### src/rtl/cr_lut_pkg.sv
// Package: operation codes and fixed geometry for the masked LUT unit.
// Assumes four bits per field; the binary table is one field wide.
package cr_lut_pkg;

    localparam int FIELD_W = 4;

    typedef enum logic [1:0] {
        OP_BIT_TERN = 2'd0,
        OP_BIT_BIN  = 2'd1,
        OP_FLD_TERN = 2'd2,
        OP_FLD_BIN  = 2'd3
    } lut_op_e;

endpackage

### src/rtl/cr_field_read.sv
// Field reader: returns the 4-bit value of field SEL of a register
// numbered MSB0, so field 0 sits in the top nibble.
// Assumes NUM_FIELDS is a power of two.
module cr_field_read #(
    parameter int NUM_FIELDS = 8,
    localparam int FW        = cr_lut_pkg::FIELD_W,
    localparam int CR_W      = NUM_FIELDS * FW,
    localparam int FSEL_W    = $clog2(NUM_FIELDS)
) (
    input  logic [CR_W-1:0]   cr,
    input  logic [FSEL_W-1:0] sel,
    output logic [FW-1:0]     val
);

    // Mux the selected nibble out of the register.
    always_comb begin
        val = '0;
        for (int k = 0; k < NUM_FIELDS; k++) begin
            if (sel == FSEL_W'(k)) begin
                val = cr[CR_W-1-FW*k -: FW];
            end
        end
    end

endmodule

### src/rtl/cr_bit_lut.sv
// Single-bit lookup: picks one bit out of the 8-entry immediate table
// (ternary form) or out of the 4-entry field table (binary form).
// The table index is inverted because entry 0 is the most significant bit.
module cr_bit_lut (
    input  logic       use_bin,
    input  logic       t_bit,
    input  logic       a_bit,
    input  logic       b_bit,
    input  logic [7:0] imm,
    input  logic [3:0] table4,
    output logic       res
);

    logic [2:0] idx3;
    logic [1:0] idx2;

    // Build both indices and select the bit of the active table.
    always_comb begin
        idx3 = {t_bit, a_bit, b_bit};
        idx2 = {t_bit, a_bit};
        res  = use_bin ? table4[~idx2] : imm[~idx3];
    end

endmodule

### src/rtl/cr_field_lut.sv
// Field-wide lookup: one lookup lane per field bit, and a mask that
// keeps the old destination bit wherever the mask bit is zero.
module cr_field_lut #(
    localparam int FW = cr_lut_pkg::FIELD_W
) (
    input  logic          use_bin,
    input  logic [FW-1:0] dst,
    input  logic [FW-1:0] src_a,
    input  logic [FW-1:0] src_b,
    input  logic [7:0]    imm,
    input  logic [FW-1:0] table4,
    input  logic [FW-1:0] mask,
    output logic [FW-1:0] res
);

    for (genvar i = 0; i < FW; i++) begin : g_lane
        logic lane_bit;

        cr_bit_lut u_lane (
            .use_bin (use_bin),
            .t_bit   (dst[i]),
            .a_bit   (src_a[i]),
            .b_bit   (src_b[i]),
            .imm     (imm),
            .table4  (table4),
            .res     (lane_bit)
        );

        // Merge the lookup result under the mask.
        always_comb begin
            res[i] = mask[i] ? lane_bit : dst[i];
        end
    end

endmodule

### src/rtl/cr_lut_unit.sv
// Masked LUT unit for a condition register made of NUM_FIELDS 4-bit fields.
// It reads all sources from cr_in, computes either one bit or one masked
// field, and registers the whole updated register for one cycle.
// Assumes NUM_FIELDS is a power of two. Field operations use the low bits of
// the select inputs.
module cr_lut_unit #(
    parameter int NUM_FIELDS = 8,
    localparam int FW        = cr_lut_pkg::FIELD_W,
    localparam int CR_W      = NUM_FIELDS * FW,
    localparam int BSEL_W    = $clog2(CR_W),
    localparam int FSEL_W    = $clog2(NUM_FIELDS)
) (
    input  logic              clk,
    input  logic              rst_n,
    input  logic              in_valid,
    input  logic [1:0]        op,
    input  logic [CR_W-1:0]   cr_in,
    input  logic [BSEL_W-1:0] tgt_sel,
    input  logic [BSEL_W-1:0] a_sel,
    input  logic [BSEL_W-1:0] b_sel,
    input  logic [7:0]        imm_lut,
    input  logic [FW-1:0]     fld_mask,
    output logic              out_valid,
    output logic [CR_W-1:0]   cr_out
);
    import cr_lut_pkg::*;

    lut_op_e           op_e;
    logic              is_bin;
    logic              is_field;
    logic [BSEL_W-1:0] tgt_pos;
    logic [BSEL_W-1:0] a_pos;
    logic [BSEL_W-1:0] b_pos;
    logic              t_bit, a_bit, b_bit;
    logic              bit_res;
    logic [FW-1:0]     dst_fld, a_fld, b_fld;
    logic [FW-1:0]     fld_res;
    logic [FSEL_W-1:0] dst_idx;
    logic [CR_W-1:0]   cr_next;

    // Decode the operation into its table kind and its width.
    always_comb begin
        op_e     = lut_op_e'(op);
        is_bin   = (op_e == OP_BIT_BIN) || (op_e == OP_FLD_BIN);
        is_field = (op_e == OP_FLD_TERN) || (op_e == OP_FLD_BIN);
        dst_idx  = tgt_sel[FSEL_W-1:0];
    end

    // Translate MSB0 bit numbers into vector positions and read the bits.
    always_comb begin
        tgt_pos = BSEL_W'(CR_W - 1) - tgt_sel;
        a_pos   = BSEL_W'(CR_W - 1) - a_sel;
        b_pos   = BSEL_W'(CR_W - 1) - b_sel;
        t_bit   = cr_in[tgt_pos];
        a_bit   = cr_in[a_pos];
        b_bit   = cr_in[b_pos];
    end

    cr_field_read #(.NUM_FIELDS(NUM_FIELDS)) u_rd_dst (
        .cr  (cr_in),
        .sel (dst_idx),
        .val (dst_fld)
    );

    cr_field_read #(.NUM_FIELDS(NUM_FIELDS)) u_rd_a (
        .cr  (cr_in),
        .sel (a_sel[FSEL_W-1:0]),
        .val (a_fld)
    );

    cr_field_read #(.NUM_FIELDS(NUM_FIELDS)) u_rd_b (
        .cr  (cr_in),
        .sel (b_sel[FSEL_W-1:0]),
        .val (b_fld)
    );

    // Single-bit path: the binary table is the field named by b_sel.
    cr_bit_lut u_bit (
        .use_bin (is_bin),
        .t_bit   (t_bit),
        .a_bit   (a_bit),
        .b_bit   (b_bit),
        .imm     (imm_lut),
        .table4  (b_fld),
        .res     (bit_res)
    );

    // Field path: for the binary form, field B is the table.
    cr_field_lut u_fld (
        .use_bin (is_bin),
        .dst     (dst_fld),
        .src_a   (a_fld),
        .src_b   (b_fld),
        .imm     (imm_lut),
        .table4  (b_fld),
        .mask    (fld_mask),
        .res     (fld_res)
    );

    // Write back only the target bit or the destination field.
    for (genvar k = 0; k < NUM_FIELDS; k++) begin : g_fld
        for (genvar j = 0; j < FW; j++) begin : g_bit
            localparam int VPOS = CR_W - 1 - FW * k - (FW - 1 - j);
            always_comb begin
                if (is_field) begin
                    cr_next[VPOS] = (dst_idx == FSEL_W'(k)) ? fld_res[j] : cr_in[VPOS];
                end else begin
                    cr_next[VPOS] = (tgt_pos == BSEL_W'(VPOS)) ? bit_res : cr_in[VPOS];
                end
            end
        end
    end

    // Output register: clears on reset, loads on a valid operation.
    always_ff @(posedge clk) begin
        if (!rst_n) begin
            out_valid <= 1'b0;
            cr_out    <= '0;
        end else begin
            out_valid <= in_valid;
            if (in_valid) begin
                cr_out <= cr_next;
            end
        end
    end

endmodule

### config.mk
export PLATFORM = sky130hd
export DESIGN_NAME = cr_lut_unit
export DESIGN_NICKNAME = d
export VERILOG_FILES = /design/src/rtl/cr_lut_pkg.sv /design/src/rtl/cr_field_read.sv /design/src/rtl/cr_bit_lut.sv /design/src/rtl/cr_field_lut.sv /design/src/rtl/cr_lut_unit.sv
export SDC_FILE = /design/constraint.sdc
export NUM_CORES = 1
export LEC_CHECK = 0
export ABC_AREA = 1
export CAP_MARGIN = 20
export CORE_ASPECT_RATIO = 0.8
export CORE_MARGIN = 2
export CORE_UTILIZATION = 40
export DETAILED_ROUTE_END_ITERATION = 16
export DONT_BUFFER_PORTS = 1
export GPL_ROUTABILITY_DRIVEN = 0
export PLACE_DENSITY = 0.6
export SYNTH_ARGS = -nofsm -noshare
export SYNTH_HDL_FRONTEND = slang
export SYNTH_HIERARCHICAL = 1
export SYNTH_SLANG_ARGS = --single-unit
### constraint.sdc
create_clock -name clk -period 4.1 [get_ports clk]
set_input_delay 1.23 -clock clk [delete_from_list [all_inputs] [get_ports clk]]
set_output_delay 1.23 -clock clk [all_outputs]
set_load 0.05 [all_outputs]
=== After elaboration in Yosys (flattened, before gate mapping) ===
Cells that the tools add are included.

* Bits in registers: 33
* Bits of input ports: 64

* Add/sub/neg operators: 3
* Magnitude comparators: 13
* Equality and inequality tests: 55
* Mux-type cells: 155
* Bitwise gates (word level): 10
* Reduce and logical (&&, ||, !) cells: 6

{| class="wikitable"
|+ Operators with widths
! kind !! number
|-
| 1-bit two-way mux || 118
|-
| 4-bit two-way mux || 24
|-
| 5-bit == test (second input constant) || 16
|-
| 5-bit by 4-bit == test with 1-bit output (second input constant) || 8
|-
| 3-bit == test (second input constant) || 12
|-
| 5-bit by 3-bit == test with 1-bit output (second input constant) || 4
|-
| 3-bit by 4-bit < comparator with 1-bit output (second input constant) || 5
|-
| 3-bit by 2-bit == test with 1-bit output (second input constant) || 6
|-
| 5-bit by 6-bit < comparator with 1-bit output (second input constant) || 3
|-
| 1-bit binary-select mux with 3-bit select || 5
|-
| 1-bit binary-select mux with 5-bit select || 3
|-
| 2-bit by 3-bit < comparator with 1-bit output (second input constant) || 5
|-
| 3-bit NOT || 5
|-
| 5-bit subtractor (first input constant) || 3
|-
| 1-bit binary-select mux with 2-bit select || 5
|-
| 5-bit by 2-bit == test with 1-bit output (second input constant) || 2
|-
| 2-bit NOT || 5
|-
| 3-bit by 1-bit == test with 1-bit output (second input constant) || 3
|-
| 3-bit logical NOT || 3
|-
| 5-bit by 1-bit == test with 1-bit output (second input constant) || 1
|-
| 5-bit logical NOT || 1
|-
| 2-bit == test (second input constant) || 2
|-
| 2-bit by 1-bit == test with 1-bit output (second input constant) || 1
|-
| 1-bit logical OR || 2
|}

=== Longest topological paths before layout ===
Gate-level depths: netlist (run 1).

* Word-level depth: 16
* Mapped depth: 24

=== Hierarchy ===
The synthesis (run 1) kept the hierarchy.

{| class="wikitable"
|+ By module, submodules not included
! module !! instances !! cells an instance !! area an instance (sq um)
|-
| cr_lut_unit || 1 || 652 || 3,522.1
|-
| cr_field_read || 3 || 59 || 306.5
|-
| cr_bit_lut || 5 || 34 || 138.9
|-
| cr_field_lut || 1 || 16 || 60.1
|}

=== Worst setup path before layout (run 1) ===
OpenSTA, ideal clock, no wires.

* Path kind: in2reg
* From: input port b_sel[0]
* To: register cr_out[2]
* Setup time: 0.132 ns
* Data arrival time: 3.182 ns
* Required time: 3.968 ns
* Slack: 0.786 ns
* Cell stages on the path: 24
* Path buffers: 4
* Path through: buf_2 -> inv_1 -> buf_4 -> nand2_1 -> nand3_1 -> nand3_1 -> nand2_1 -> nand2_1 -> nand2_1 -> nand2_1 -> nand2_1 -> inv_2 -> nand2_1 -> nand2_1 -> nand2_1 -> nand3_1 -> nand3_1 -> nand2_1 -> buf_2 -> inv_1 -> buf_2 -> nand4_1 -> nand3_1 -> a31oi_1

* Elaborated cells between the ends (all ways): 35
* Classes of those cells: 1 x add/sub; 7 x eq/ne; 24 x mux; 2 x bitwise; 1 x reduce/logical

{| class="wikitable"
|+ RTL lines
! element !! line !! RTL
|-
| start, declared || cr_lut_unit.sv:20 || <nowiki>input logic [BSEL_W-1:0] b_sel,</nowiki>
|-
| 5-bit subtractor || cr_lut_unit.sv:53 || <nowiki>b_pos = BSEL_W'(CR_W - 1) - b_sel;</nowiki>
|-
| 1-bit binary-select mux with 5-bit select || cr_lut_unit.sv:56 || <nowiki>b_bit = cr_in[b_pos];</nowiki>
|-
| 1-bit two-way mux (not written as such) || cr_lut_unit.sv:56 ||
|-
| named net b_bit || cr_lut_unit.sv:34 || <nowiki>logic t_bit, a_bit, b_bit;</nowiki>
|-
| 3-bit NOT || cr_bit_lut.sv:21 || <nowiki>res = use_bin ? table4[~idx2] : imm[~idx3];</nowiki>
|-
| 1-bit binary-select mux with 3-bit select || cr_bit_lut.sv:21 ||
|-
| 1-bit two-way mux (not written as such) || cr_bit_lut.sv:21 ||
|-
| 1-bit two-way mux || cr_bit_lut.sv:21 ||
|-
| named net bit_res || cr_lut_unit.sv:35 || <nowiki>logic bit_res;</nowiki>
|-
| 1-bit two-way mux || cr_lut_unit.sv:108 || <nowiki>cr_next[VPOS] = (tgt_pos == BSEL_W'(VPOS)) ? bit_res : cr_in[VPOS];</nowiki>
|-
| 1-bit two-way mux || cr_lut_unit.sv:105 || <nowiki>if (is_field) begin</nowiki>
|-
| end signal, assigned || cr_lut_unit.sv:122 || <nowiki>cr_out <= cr_next;</nowiki>
|-
| end, declared || cr_lut_unit.sv:24 || <nowiki>output logic [CR_W-1:0] cr_out</nowiki>
|}

The timed path passes the listed nets, and every way through them passes these cells. The select of a mux whose other input is x is not followed.
A chain may end at the register's enable or synchronous reset.

=== Final worst setup path (run 1) ===
* From: input port b_sel[2]
* To: register cr_out[30]

* Longest elaborated chain between the ends: 16
* Elaborated cells between the ends (all ways): 35
* Classes of those cells: 1 x add/sub; 7 x eq/ne; 24 x mux; 2 x bitwise; 1 x reduce/logical

{| class="wikitable"
|+ Ends and longest elaborated chain
! element !! line !! RTL
|-
| 3-bit logical NOT || cr_field_read.sv:19 || <nowiki>if (sel == FSEL_W'(k)) begin</nowiki>
|-
| 4-bit two-way mux (7 in series) || cr_field_read.sv:19 ||
|-
| 4-bit two-way mux (*) || cr_field_read.sv:19 ||
|-
| named net b_fld[2] || cr_lut_unit.sv:36 || <nowiki>logic [FW-1:0] dst_fld, a_fld, b_fld;</nowiki>
|-
| 3-bit NOT || cr_bit_lut.sv:21 ||
|-
| 1-bit binary-select mux with 3-bit select || cr_bit_lut.sv:21 ||
|-
| 1-bit two-way mux (not written as such) || cr_bit_lut.sv:21 ||
|-
| 1-bit two-way mux (*) || cr_bit_lut.sv:21 ||
|-
| named net u_fld.g_lane[2].lane_bit || cr_field_lut.sv:17 || <nowiki>logic lane_bit;</nowiki>
|-
| 1-bit two-way mux (*) || cr_field_lut.sv:31 || <nowiki>res[i] = mask[i] ? lane_bit : dst[i];</nowiki>
|-
| named net fld_res[2] || cr_lut_unit.sv:37 || <nowiki>logic [FW-1:0] fld_res;</nowiki>
|-
| 1-bit two-way mux (*) || cr_lut_unit.sv:106 || <nowiki>cr_next[VPOS] = (dst_idx == FSEL_W'(k)) ? fld_res[j] : cr_in[VPOS];</nowiki>
|-
| 1-bit two-way mux (*) || cr_lut_unit.sv:105 ||
|}

The timed path passes the listed nets; every way through them passes the cells marked *. The select of a mux whose other input is x is not followed.

==> results.sh, run 1 <==
export IMPL_dpl_hpwl_microns=14100
export IMPL_powerDensity_mw_per_mm2=254
export IMPL_crit_type="primary input to flip-flop"
export IMPL_crit_fanout=19
export IMPL_leakage_nw=2.65
export IMPL_ff_latch_area_sq_um=661
export IMPL_finalSetupViolCount=0
export IMPL_power_frac_comb_pct=36.8
export IMPL_dieArea_sq_mm=0.0139
export IMPL_first_iter_violations=916
export IMPL_grt_total_usage_pct=28.7
export IMPL_syn_avg_cell_area_sq_um=5.12
export IMPL_ys_types=29
export IMPL_p_int_mw=0.765
export IMPL_setup_tns_final_ns=0
export IMPL_fmax_ghz=0.296
export IMPL_relSlewSlack_pct=53.6
export IMPL_area_delta_synth_final_pct=1.76
export IMPL_antenna_found_initial=0
export IMPL_clockBufferDepth=2
export IMPL_wl_per_cell_microns=17.5
export IMPL_tightest_slew_ns=0.696
export IMPL_final_hold_violation_count=0
export IMPL_grt_pass1_vias=6009
export IMPL_fin_cells=1152
export IMPL_synthesis_area_sq_mm=0.00520
export IMPL_post_cts_resized=0
export IMPL_crit_family="simple AND/OR/NAND/NOR gates"
export IMPL_n_fill_cell=1450
export IMPL_port_buffers=0
export IMPL_seqPwrFrac_pct=33.3
export IMPL_syn_inst=1015
export IMPL_dieWidth_microns=131
export IMPL_diodes=0
export IMPL_crit_required_ns=4.27
export IMPL_hold_slack_ns=0.779
export IMPL_firstDrtPassIters=6
export IMPL_clock_sinks=33
export IMPL_swShare_pct=43.0
export IMPL_yosysSeqAreaShare_pct=12.7
export IMPL_grt_max_degree=46
export IMPL_die_height_microns=106
export IMPL_fin_crit_sh_pct=82.4
export IMPL_crit_buf_inv=3
export IMPL_crit_path_max_incr_delay_ns=0.47
export IMPL_switchingPower_mw=0.577
export IMPL_period_needed_ns=3.38
export IMPL_overflow=0
export IMPL_p_clk_share_pct=29.9
export IMPL_root_buffer="clkbuf_16"
export IMPL_ir_drop_v=0.000144
export IMPL_core_sq_mm=0.0128
export IMPL_drive_gt1_share_pct=5.73
export IMPL_vias=6690
export IMPL_wl_microns=20100
export IMPL_ys_warnings_count=6
export IMPL_initial_core_util_pct=40.7
export IMPL_cts_clk_slew_worst_paths_ns=0.05
export IMPL_ys_seq_elements=33
export IMPL_cp_cell_sequence="inv_2 > nand3_1 > nand4_1 > nor2_1 > nand4_1 > inv_2 > nand2_1 > nand3_1 > nand3_1 > nand3_1 > nand2_1 > nand2_1 > nand2_1 > inv_1 > o21ai_0 > a21oi_1 > a21oi_1"
export IMPL_cts_hold_buf=0
export IMPL_maxCapViolCount=0
export IMPL_skew_ns=0
export IMPL_hp_class="flip-flop to flip-flop"
export IMPL_multiInputGateArea_sq_mm=0.00367
export IMPL_slew_viol_final=0
export IMPL_grt_pass1_wl_microns=32500
export IMPL_num_io_pins=97
export IMPL_crit_arrival_ns=3.55
export IMPL_startpoint_type="primary input"
export IMPL_htreeDepth=2
export IMPL_clk_latency_ns=0.28
export IMPL_rsz0062_at_grt="false"
export IMPL_vias_per_cell=5.81
export IMPL_crit_path_end_kind="flip-flop"
export IMPL_post_cts_setup_buffer_count=0
export IMPL_status="complete, no violations"
export IMPL_nets=1040
export IMPL_rows=37
export IMPL_dp_cells=1144
export IMPL_cts_tree="yes"
export IMPL_synth_nets=1079
export IMPL_numCtsBuffers=5
export IMPL_cpMaxStageDelayCell="nand4_1"
export IMPL_drc=0
export IMPL_antenna_left=0
-- metal layers --
layer / global-route usage [%] / vias up / routed length (microns)
met1: 39.3 / 2935 / 8700
met5: 2.22 / - / 0
met2: 42.9 / 418 / 8320
li1: - / 3273 / -
met4: 10.6 / 0 / 652
met3: 7.92 / 64 / 2470
-- cells in the mapped netlist, drive strengths merged --
cell type  count  area [sq um]
a31oi          6          37.5
nor2          66           297
buf           37           274
o211ai         9          67.6
dfxtp         33           661
nor3           9          60.1
clkinv         2          7.51
nand2        352          1340
clkbuf        15          56.3
inv          134           528
a21oi         63           315
nand4         72           450
o21ai         60           300
o21bai         2          15.0
nand3        155           786
-- metrics by stage --
stage / power [mW] / area [sq um] / setup slack (ns) / utilization [%]
2_1_floorplan: 0.877 / 5200 / 0.786 / -
3_3_place_gp: 0.933 / 5130 / 0.543 / 40.1
3_5_place_dp: 0.937 / 5130 / 0.538 / 40.1
4_1_cts: 1.34 / 5290 / 0.825 / 41.4
5_1_grt: 1.43 / 5290 / 0.426 / 41.4
6_report: 1.34 / 5290 / 0.722 / 41.4
-- sequential cells by signal, summed over array words and instances, names as in the netlist --
name and cells:
cr_out 32, out_valid 1
-- layout make-up --
type / count / area share [%]
timing repair buffer: 6 / 0.852
sequential: 33 / 12.5
multi-input combinational: 794 / 69.4
clock inverter: 1 / 0.0947
clock buffer: 7 / 2.89
inverter: 136 / 10.1
tap: 175 / 4.14
-- power groups by stage --
stage	Clock (mW)	Sequential [mW]	Combinational, mW
2_1_floorplan	0	0.447	0.429
3_3_place_gp	0	0.456	0.478
3_5_place_dp	0	0.456	0.481
4_1_cts	0.407	0.449	0.483
5_1_grt	0.420	0.451	0.564
6_report	0.401	0.447	0.494
-- placed cells by master, fill, tap and decap left out, types with 3 or more instances in the layout --
| cell | count |
|---|---|
| nand2_1 | 348 |
| nand3_1 | 153 |
| inv_1 | 109 |
| nand4_1 | 72 |
| a21oi_1 | 63 |
| nor2_1 | 58 |
| o21ai_0 | 53 |
| dfxtp_1 | 33 |
| inv_2 | 17 |
| o211ai_1 | 9 |
| inv_4 | 7 |
| o21ai_1 | 7 |
| a31oi_1 | 6 |
| buf_4 | 6 |
| nor3_1 | 6 |
| clkbuf_16 | 5 |
| nor2_2 | 4 |
| nor2_4 | 3 |
| nor3_2 | 3 |
-- worst reg2reg max path: stages (launching register included) --
cell,delay (ns)
dfxtp_1,0.64
o21ai_0,0.18
a31oi_1,0.17
-- logic make-up after synthesis --
group                  count (synthesis)  synth area share [%]
buffers and inverters                188                  16.7
AOI/OAI and AO/OA                    140                  14.2
DFF                                   33                  12.7
and+or+nand+nor                      654                  56.5
-- path summary, 6_finish.rpt --
kind | depth (start not counted) | to | slack (ns) | start
worst max-delay path | 17 | cr_out[30]$_SDFFE_PN0P_ | 0.72 | b_sel[2]
worst min-delay path | 2 | cr_out[26]$_SDFFE_PN0P_ | 0.78 | cr_out[26]$_SDFFE_PN0P_
worst max register to register | 2 | cr_out[0]$_SDFFE_PN0P_ | 3.04 | cr_out[0]$_SDFFE_PN0P_
worst min register to register | 2 | cr_out[26]$_SDFFE_PN0P_ | 0.78 | cr_out[26]$_SDFFE_PN0P_
No activity file was read; power rests on OpenSTA's default activity.
==> inputs of run 2 (changes only) <==
PLACE_DENSITY = 0.62   (was 0.6)
clock period = 2.95 ns   (was 4.1 ns; I/O delays follow)
==> run 2 against run 1 <==
Effect of this change:
- sequential cell count stayed put
- worst setup slack lost 0.50 ns
- first-iteration DRC count grew 12%
- worst hold slack worse by 0.064 ns
- highest routed layer unchanged
==> results.sh, run 2 (same netlist as run 1, synthesis figures left out) <==
export IMPL_status="complete, no violations"
export IMPL_placed_cell_area_sq_mm=0.00541
export IMPL_dieArea_sq_mm=0.0139
export IMPL_reg_largest_list="cr_out: 32 flops, out_valid: 1 flops"
export IMPL_leakage_nw=2.79
export IMPL_vias=6732
export IMPL_root_buffer="clkbuf_16"
export IMPL_maxCapViolCount=0
export IMPL_final_common_cell="nand2_1"
export IMPL_numCtsBuffers=5
export IMPL_regMostFlops="cr_out"
export IMPL_cp_cell_sequence="nor2_1 > buf_4 > nand3_1 > nand4_1 > nor2_1 > nand4_1 > buf_12 > inv_2 > nand2_1 > nand2_1 > nand2_1 > nand3_1 > nand3_1 > nand2_1 > nand2_1 > nand2_1 > inv_1 > buf_12 > o21ai_0 > a21oi_1 > a21oi_1"
export IMPL_skew_ns=0
export IMPL_utilization_pct=43.5
export IMPL_fmax_ghz=0.366
export IMPL_min_from="in_valid"
export IMPL_finalSetupViolCount=0
export IMPL_wl_per_cell_microns=16.7
export IMPL_clk_latency_ns=0.28
export IMPL_first_iter_violations=1030
export IMPL_clock_sinks=33
export IMPL_crit_arrival_ns=2.94
export IMPL_nets=1062
export IMPL_htreeDepth=2
export IMPL_powerDensity_mw_per_mm2=343
export IMPL_relSlewSlack_pct=55.8
export IMPL_crit_path_max_incr_delay_ns=0.20
export IMPL_crit_family="simple AND/OR/NAND/NOR gates"
export IMPL_antenna_found_initial=0
export IMPL_period_needed_ns=2.73
export IMPL_cts_clk_slew_worst_paths_ns=0.05
export IMPL_drc=0
export IMPL_r2r_start="cr_out[1]$_SDFFE_PN0P_"
export IMPL_fin_crit_sh_pct=92.5
export IMPL_crit_type="primary input to flip-flop"
export IMPL_core_sq_mm=0.0128
export IMPL_startpoint="b_sel[1]"
export IMPL_port_buffers=0
export IMPL_largest_register_ffs=32
export IMPL_area_delta_synth_final_pct=6.93
export IMPL_crit_buf_inv=5
export IMPL_fin_area_sq_mm=0.00556
export IMPL_dpl_hpwl_microns=14100
export IMPL_grt_total_usage_pct=27.8
export IMPL_grt_pass1_vias=5874
export IMPL_cts_tree="yes"
export IMPL_diodes=0
export IMPL_ir_drop_v=0.000222
export IMPL_drive_gt1_share_pct=8.01
export IMPL_grt_pass1_wl_microns=31700
export IMPL_crit_required_ns=3.16
export IMPL_final_hold_violation_count=0
export IMPL_finalPower_mw=1.91
export IMPL_rsz0062_at_grt="false"
export IMPL_slew_viol_final=0
export IMPL_initial_core_util_pct=40.7
export IMPL_grt_max_degree=46
export IMPL_tightest_slew_ns=0.663
export IMPL_vias_per_cell=5.73
export IMPL_overflow=0
export IMPL_n_fill_cell=1428
export IMPL_crit_top_cell="nand2_1"
export IMPL_dieWidth_microns=131
export IMPL_crit_fanout=20
export IMPL_num_io_pins=97
export IMPL_rows=37
export IMPL_wl_microns=19700
export IMPL_die_height_microns=106
export IMPL_hp_class="primary input to flip-flop"
export IMPL_firstDrtPassIters=6
export IMPL_clockBufferDepth=2
export IMPL_startpoint_type="primary input"
export IMPL_cpMaxStageDelayCell="nand4_1"
export IMPL_antenna_left=0
export IMPL_mostFrequentLayoutCells="nand2_1, nand3_1, inv_1, nand4_1, a21oi_1"
export IMPL_crit_path_end_kind="flip-flop"
==> run 2: cell types whose count changed in the layout (fill, tap and decap cells not counted) <==
| cell | change |
|---|---|
| clkbuf_1 | +1 |
| nor3_2 | +1 |
| clkbuf_8 | -2 |
| nor3_1 | -1 |
| buf_4 | +13 |
| nand2_1 | -2 |
| buf_12 | +9 |
| nand2_2 | +2 |
| clkinv_2 | +1 |
==> run 2: worst paths after layout <==
path                                   to  slack [ns]  depth (start not counted)
hold reg to reg   cr_out[25]$_SDFFE_PN0P_        0.78                          2
setup / recovery  cr_out[31]$_SDFFE_PN0P_        0.22                         21
setup reg to reg   cr_out[1]$_SDFFE_PN0P_        1.89                          2
hold / removal     cr_out[2]$_SDFFE_PN0P_        0.72                          1
==> run 2: worst register-to-register path, delay by kind of cell, from the launching register on <==
family | cells | cell delay [ns]
DFF | 1 | 0.65
AOI/OAI and AO/OA | 2 | 0.34
==> run 2: repair_timing <==
| item | 4_1_cts | 5_1_grt |
|---|---|---|
| endpoints found under the setup margin | 0 | 6 |
| gates resized for setup | 0 | 3 |
| hold buffers | 0 | 0 |
| setup buffers | 0 | 0 |
==> run 2: cell type report <==
class | instances | area (sq um) | area share (%)
inverter | 136 | 536 | 9.64
clock buffer | 6 | 129 | 2.32
tap | 175 | 219 | 3.94
multi-input combinational | 794 | 3680 | 66.2
clock inverter | 2 | 10.0 | 0.180
sequential | 33 | 661 | 11.9
timing repair buffer | 28 | 323 | 5.81
==> run 2: metrics by stage <==
stage          hold slack, ns  std cells  setup TNS (ns)  worst slack, ns
2_1_floorplan           0.748       1015               0           0.0130
3_3_place_gp            0.766       1166         -0.0286          -0.0286
3_5_place_dp            0.768       1166               0          0.00324
4_1_cts                 0.709       1174               0            0.277
5_1_grt                 0.710       1174               0          0.00775
6_report                0.716       1174               0            0.221
==> run 2: per-layer routing <==
metal | share of wire [%] | global-route usage, % | wire (microns)
met5 | 0 | 0 | 0
met4 | 2.9 | 8.46 | 569
met3 | 13 | 7.11 | 2480
met2 | 42 | 42.4 | 8260
met1 | 42 | 38.4 | 8340
==> run 2: power breakdown <==
| group | internal (mW) | switching (mW) | total, mW | leakage [nW] |
|---|---|---|---|---|
| Sequential | 0.480 | 0.141 | 0.622 | 0.274 |
| Combinational | 0.312 | 0.475 | 0.787 | 2.44 |
| Clock | 0.309 | 0.187 | 0.497 | 0.0706 |
| Total | 1.10 | 0.804 | 1.91 | 2.79 |
==> inputs of run 3 (changes only) <==
CAP_MARGIN = default   (was 20)
CORE_MARGIN = default   (was 2)
GPL_TIMING_DRIVEN = 0   (was default)
==> run 3 against run 2 <==
Effect of this change:
- non-clock buffer count increased by 38
- clock skew did not move
- via count up 5.1%
- clock power rose by 23%
- die area shrank 3.4%
- fmax decreased by 4.5%
- worst hold slack improved by 0.046 ns
- worst setup slack got worse by 0.13 ns
- combinational power increased by 16%
- highest routed layer unchanged
==> results.sh, run 3 (same netlist as run 1, synthesis figures left out) <==
export IMPL_dp_cells=1186
export IMPL_crit_path_end_kind="flip-flop"
export IMPL_crit_top_cell="nand2_1"
export IMPL_r2r_cells=2
export IMPL_hold_slack_ns=0.762
export IMPL_grt_total_usage_pct=30.9
export IMPL_ir_drop_v=0.000291
export IMPL_htreeDepth=2
export IMPL_cts_tree="yes"
export IMPL_reg_largest_list="cr_out: 32 flops, out_valid: 1 flops"
export IMPL_clockBufferDepth=2
export IMPL_diodes=0
export IMPL_powerDensity_mw_per_mm2=359
export IMPL_fmax_ghz=0.350
export IMPL_fin_crit_sh_pct=96.9
export IMPL_grt_max_degree=12
export IMPL_port_buffers=0
export IMPL_num_io_pins=97
export IMPL_multiInputGateArea_sq_mm=0.00379
export IMPL_crit_buf_inv=5
export IMPL_overflow=0
export IMPL_startpoint_type="primary input"
export IMPL_numCtsBuffers=5
export IMPL_status="complete, no violations"
export IMPL_firstDrtPassIters=5
export IMPL_root_buffer="clkbuf_16"
export IMPL_finalSetupViolCount=0
export IMPL_fin_cells=1208
export IMPL_first_iter_violations=846
export IMPL_n_fill_cell=1390
export IMPL_crit_arrival_ns=3.07
export IMPL_initial_core_util_pct=41.8
export IMPL_crit_fanout=11
export IMPL_finalPower_mw=2.14
export IMPL_grt_pass1_vias=6044
export IMPL_final_hold_violation_count=0
export IMPL_rows=36
export IMPL_hp_class="primary input to flip-flop"
export IMPL_crit_path_max_incr_delay_ns=0.28
export IMPL_cts_hold_buf=0
export IMPL_wl_per_cell_microns=17.7
export IMPL_dieArea_sq_mm=0.0135
export IMPL_cpMaxStageDelayCell="a21oi_1"
export IMPL_drc=0
export IMPL_cts_clk_slew_worst_paths_ns=0.05
export IMPL_dpl_hpwl_microns=15700
export IMPL_mostFrequentLayoutCells="nand2_1, nand3_1, inv_1, nand4_1, a21oi_1"
export IMPL_r2r_end="cr_out[16]$_SDFFE_PN0P_"
export IMPL_skew_ns=0
export IMPL_grt_pass1_wl_microns=32600
export IMPL_crit_type="primary input to flip-flop"
export IMPL_tightest_slew_ns=0.624
export IMPL_cp_cell_sequence="inv_4 > buf_6 > nand4_1 > nand4_1 > nor2_2 > nand4_1 > buf_6 > inv_2 > nand2_1 > nand2_1 > nand2_1 > nand3_1 > nand3_1 > nand2_1 > nand2_1 > nand2_2 > clkinvlp_4 > a21oi_1 > a21oi_1 > a21oi_1"
export IMPL_dieWidth_microns=129
export IMPL_crit_required_ns=3.16
export IMPL_area_delta_synth_final_pct=14.8
export IMPL_core_sq_mm=0.0124
export IMPL_final_common_cell="nand2_1"
export IMPL_crit_family="simple AND/OR/NAND/NOR gates"
export IMPL_clock_sinks=33
export IMPL_clk_latency_ns=0.28
export IMPL_min_from="rst_n"
export IMPL_holdPathEnd="cr_out[0]$_SDFFE_PN0P_"
export IMPL_maxCapViolCount=0
export IMPL_r2r_start="cr_out[16]$_SDFFE_PN0P_"
export IMPL_period_needed_ns=2.86
export IMPL_nets=1100
export IMPL_antenna_left=0
export IMPL_slew_viol_final=0
export IMPL_regMostFlops="cr_out"
export IMPL_largest_register_ffs=32
export IMPL_antenna_found_initial=0
export IMPL_ff_latch_area_sq_um=661
export IMPL_leakage_nw=2.93
export IMPL_die_height_microns=104
export IMPL_drive_gt1_share_pct=13.3
export IMPL_vias_per_cell=5.86
export IMPL_wl_microns=21400
export IMPL_relSlewSlack_pct=58.4
export IMPL_ff2ff_setup_slack_ns=1.89
export IMPL_hold_depth=2
export IMPL_vias=7077
-- run 3: cell types whose count changed in the layout (fill, tap and decap cells not counted), sizes merged --
cell,delta
clkbuf,+17
inv,-3
buf,+21
clkinvlp,+5
clkinv,-3
bufinv,+1
-- run 3: per-stage QoR --
step / cell area [sq um] / setup WS (ns) / setup TNS [ns] / utilization [%]
floorplan: 5200 / 0.0130 / 0 / -
global placement: 5410 / -0.564 / -14.36 / 43.5
detailed placement: 5410 / -0.549 / -14.67 / 43.5
CTS: 5670 / 0.0308 / 0 / 45.6
global route: 5960 / -0.0367 / -0.210 / 48.0
finish: 5960 / 0.0922 / 0 / 48.0
-- run 3: how the worst max path moves through the flow --
stage          startpoint  slack, ns  cells after the start                       to
6_report         b_sel[2]       0.09                     20   cr_out[6]$_SDFFE_PN0P_
3_5_place_dp     b_sel[2]      -0.55                     18  cr_out[28]$_SDFFE_PN0P_
4_1_cts          b_sel[1]       0.03                     19  cr_out[31]$_SDFFE_PN0P_
5_1_grt          b_sel[2]      -0.04                     20  cr_out[10]$_SDFFE_PN0P_
3_3_place_gp     b_sel[0]      -0.56                     23  cr_out[31]$_SDFFE_PN0P_
2_1_floorplan    b_sel[0]       0.01                     24   cr_out[2]$_SDFFE_PN0P_
-- run 3: area by class of cell --
cell class                 instances  area share, %
tap                              171           3.59
clock inverter                     2          0.629
timing repair buffer              14           2.45
clock buffer                       6           2.33
buffer                            52           6.76
inverter                         136           9.57
sequential                        33           11.1
multi-input combinational        794           63.6
-- run 3: layer usage --
metal	wire length [microns]	vias up	global-route usage [%]	part of all wire (%)
met5	0	-	0	0
met4	420	0	6.73	2.0
met3	3060	48	11.3	14
met2	8830	439	44.9	41
met1	9080	3181	42.9	42
li1	-	3409	-	-
-- run 3: worst register-to-register path: cells and delay by family, from the launching register on --
family / cells / cell delay (ns)
flip-flops: 1 / 0.64
AO/OA/AOI/OAI: 2 / 0.35
-- run 3: power by group --
| part | internal (mW) | total, mW | switching, mW |
|---|---|---|---|
| registers | 0.480 | 0.620 | 0.139 |
| logic | 0.322 | 0.911 | 0.589 |
| clock network | 0.421 | 0.609 | 0.188 |
| total | 1.22 | 2.14 | 0.917 |
-- run 3: what timing repair did --
item / in CTS / in global routing
endpoints found under the setup margin: 32 / 32
setup buffers: 5 / 5
pin swaps: 4 / 25
hold endpoints to repair: 0 / 0
resized for setup: 9 / 77
gates cloned: 0 / 4
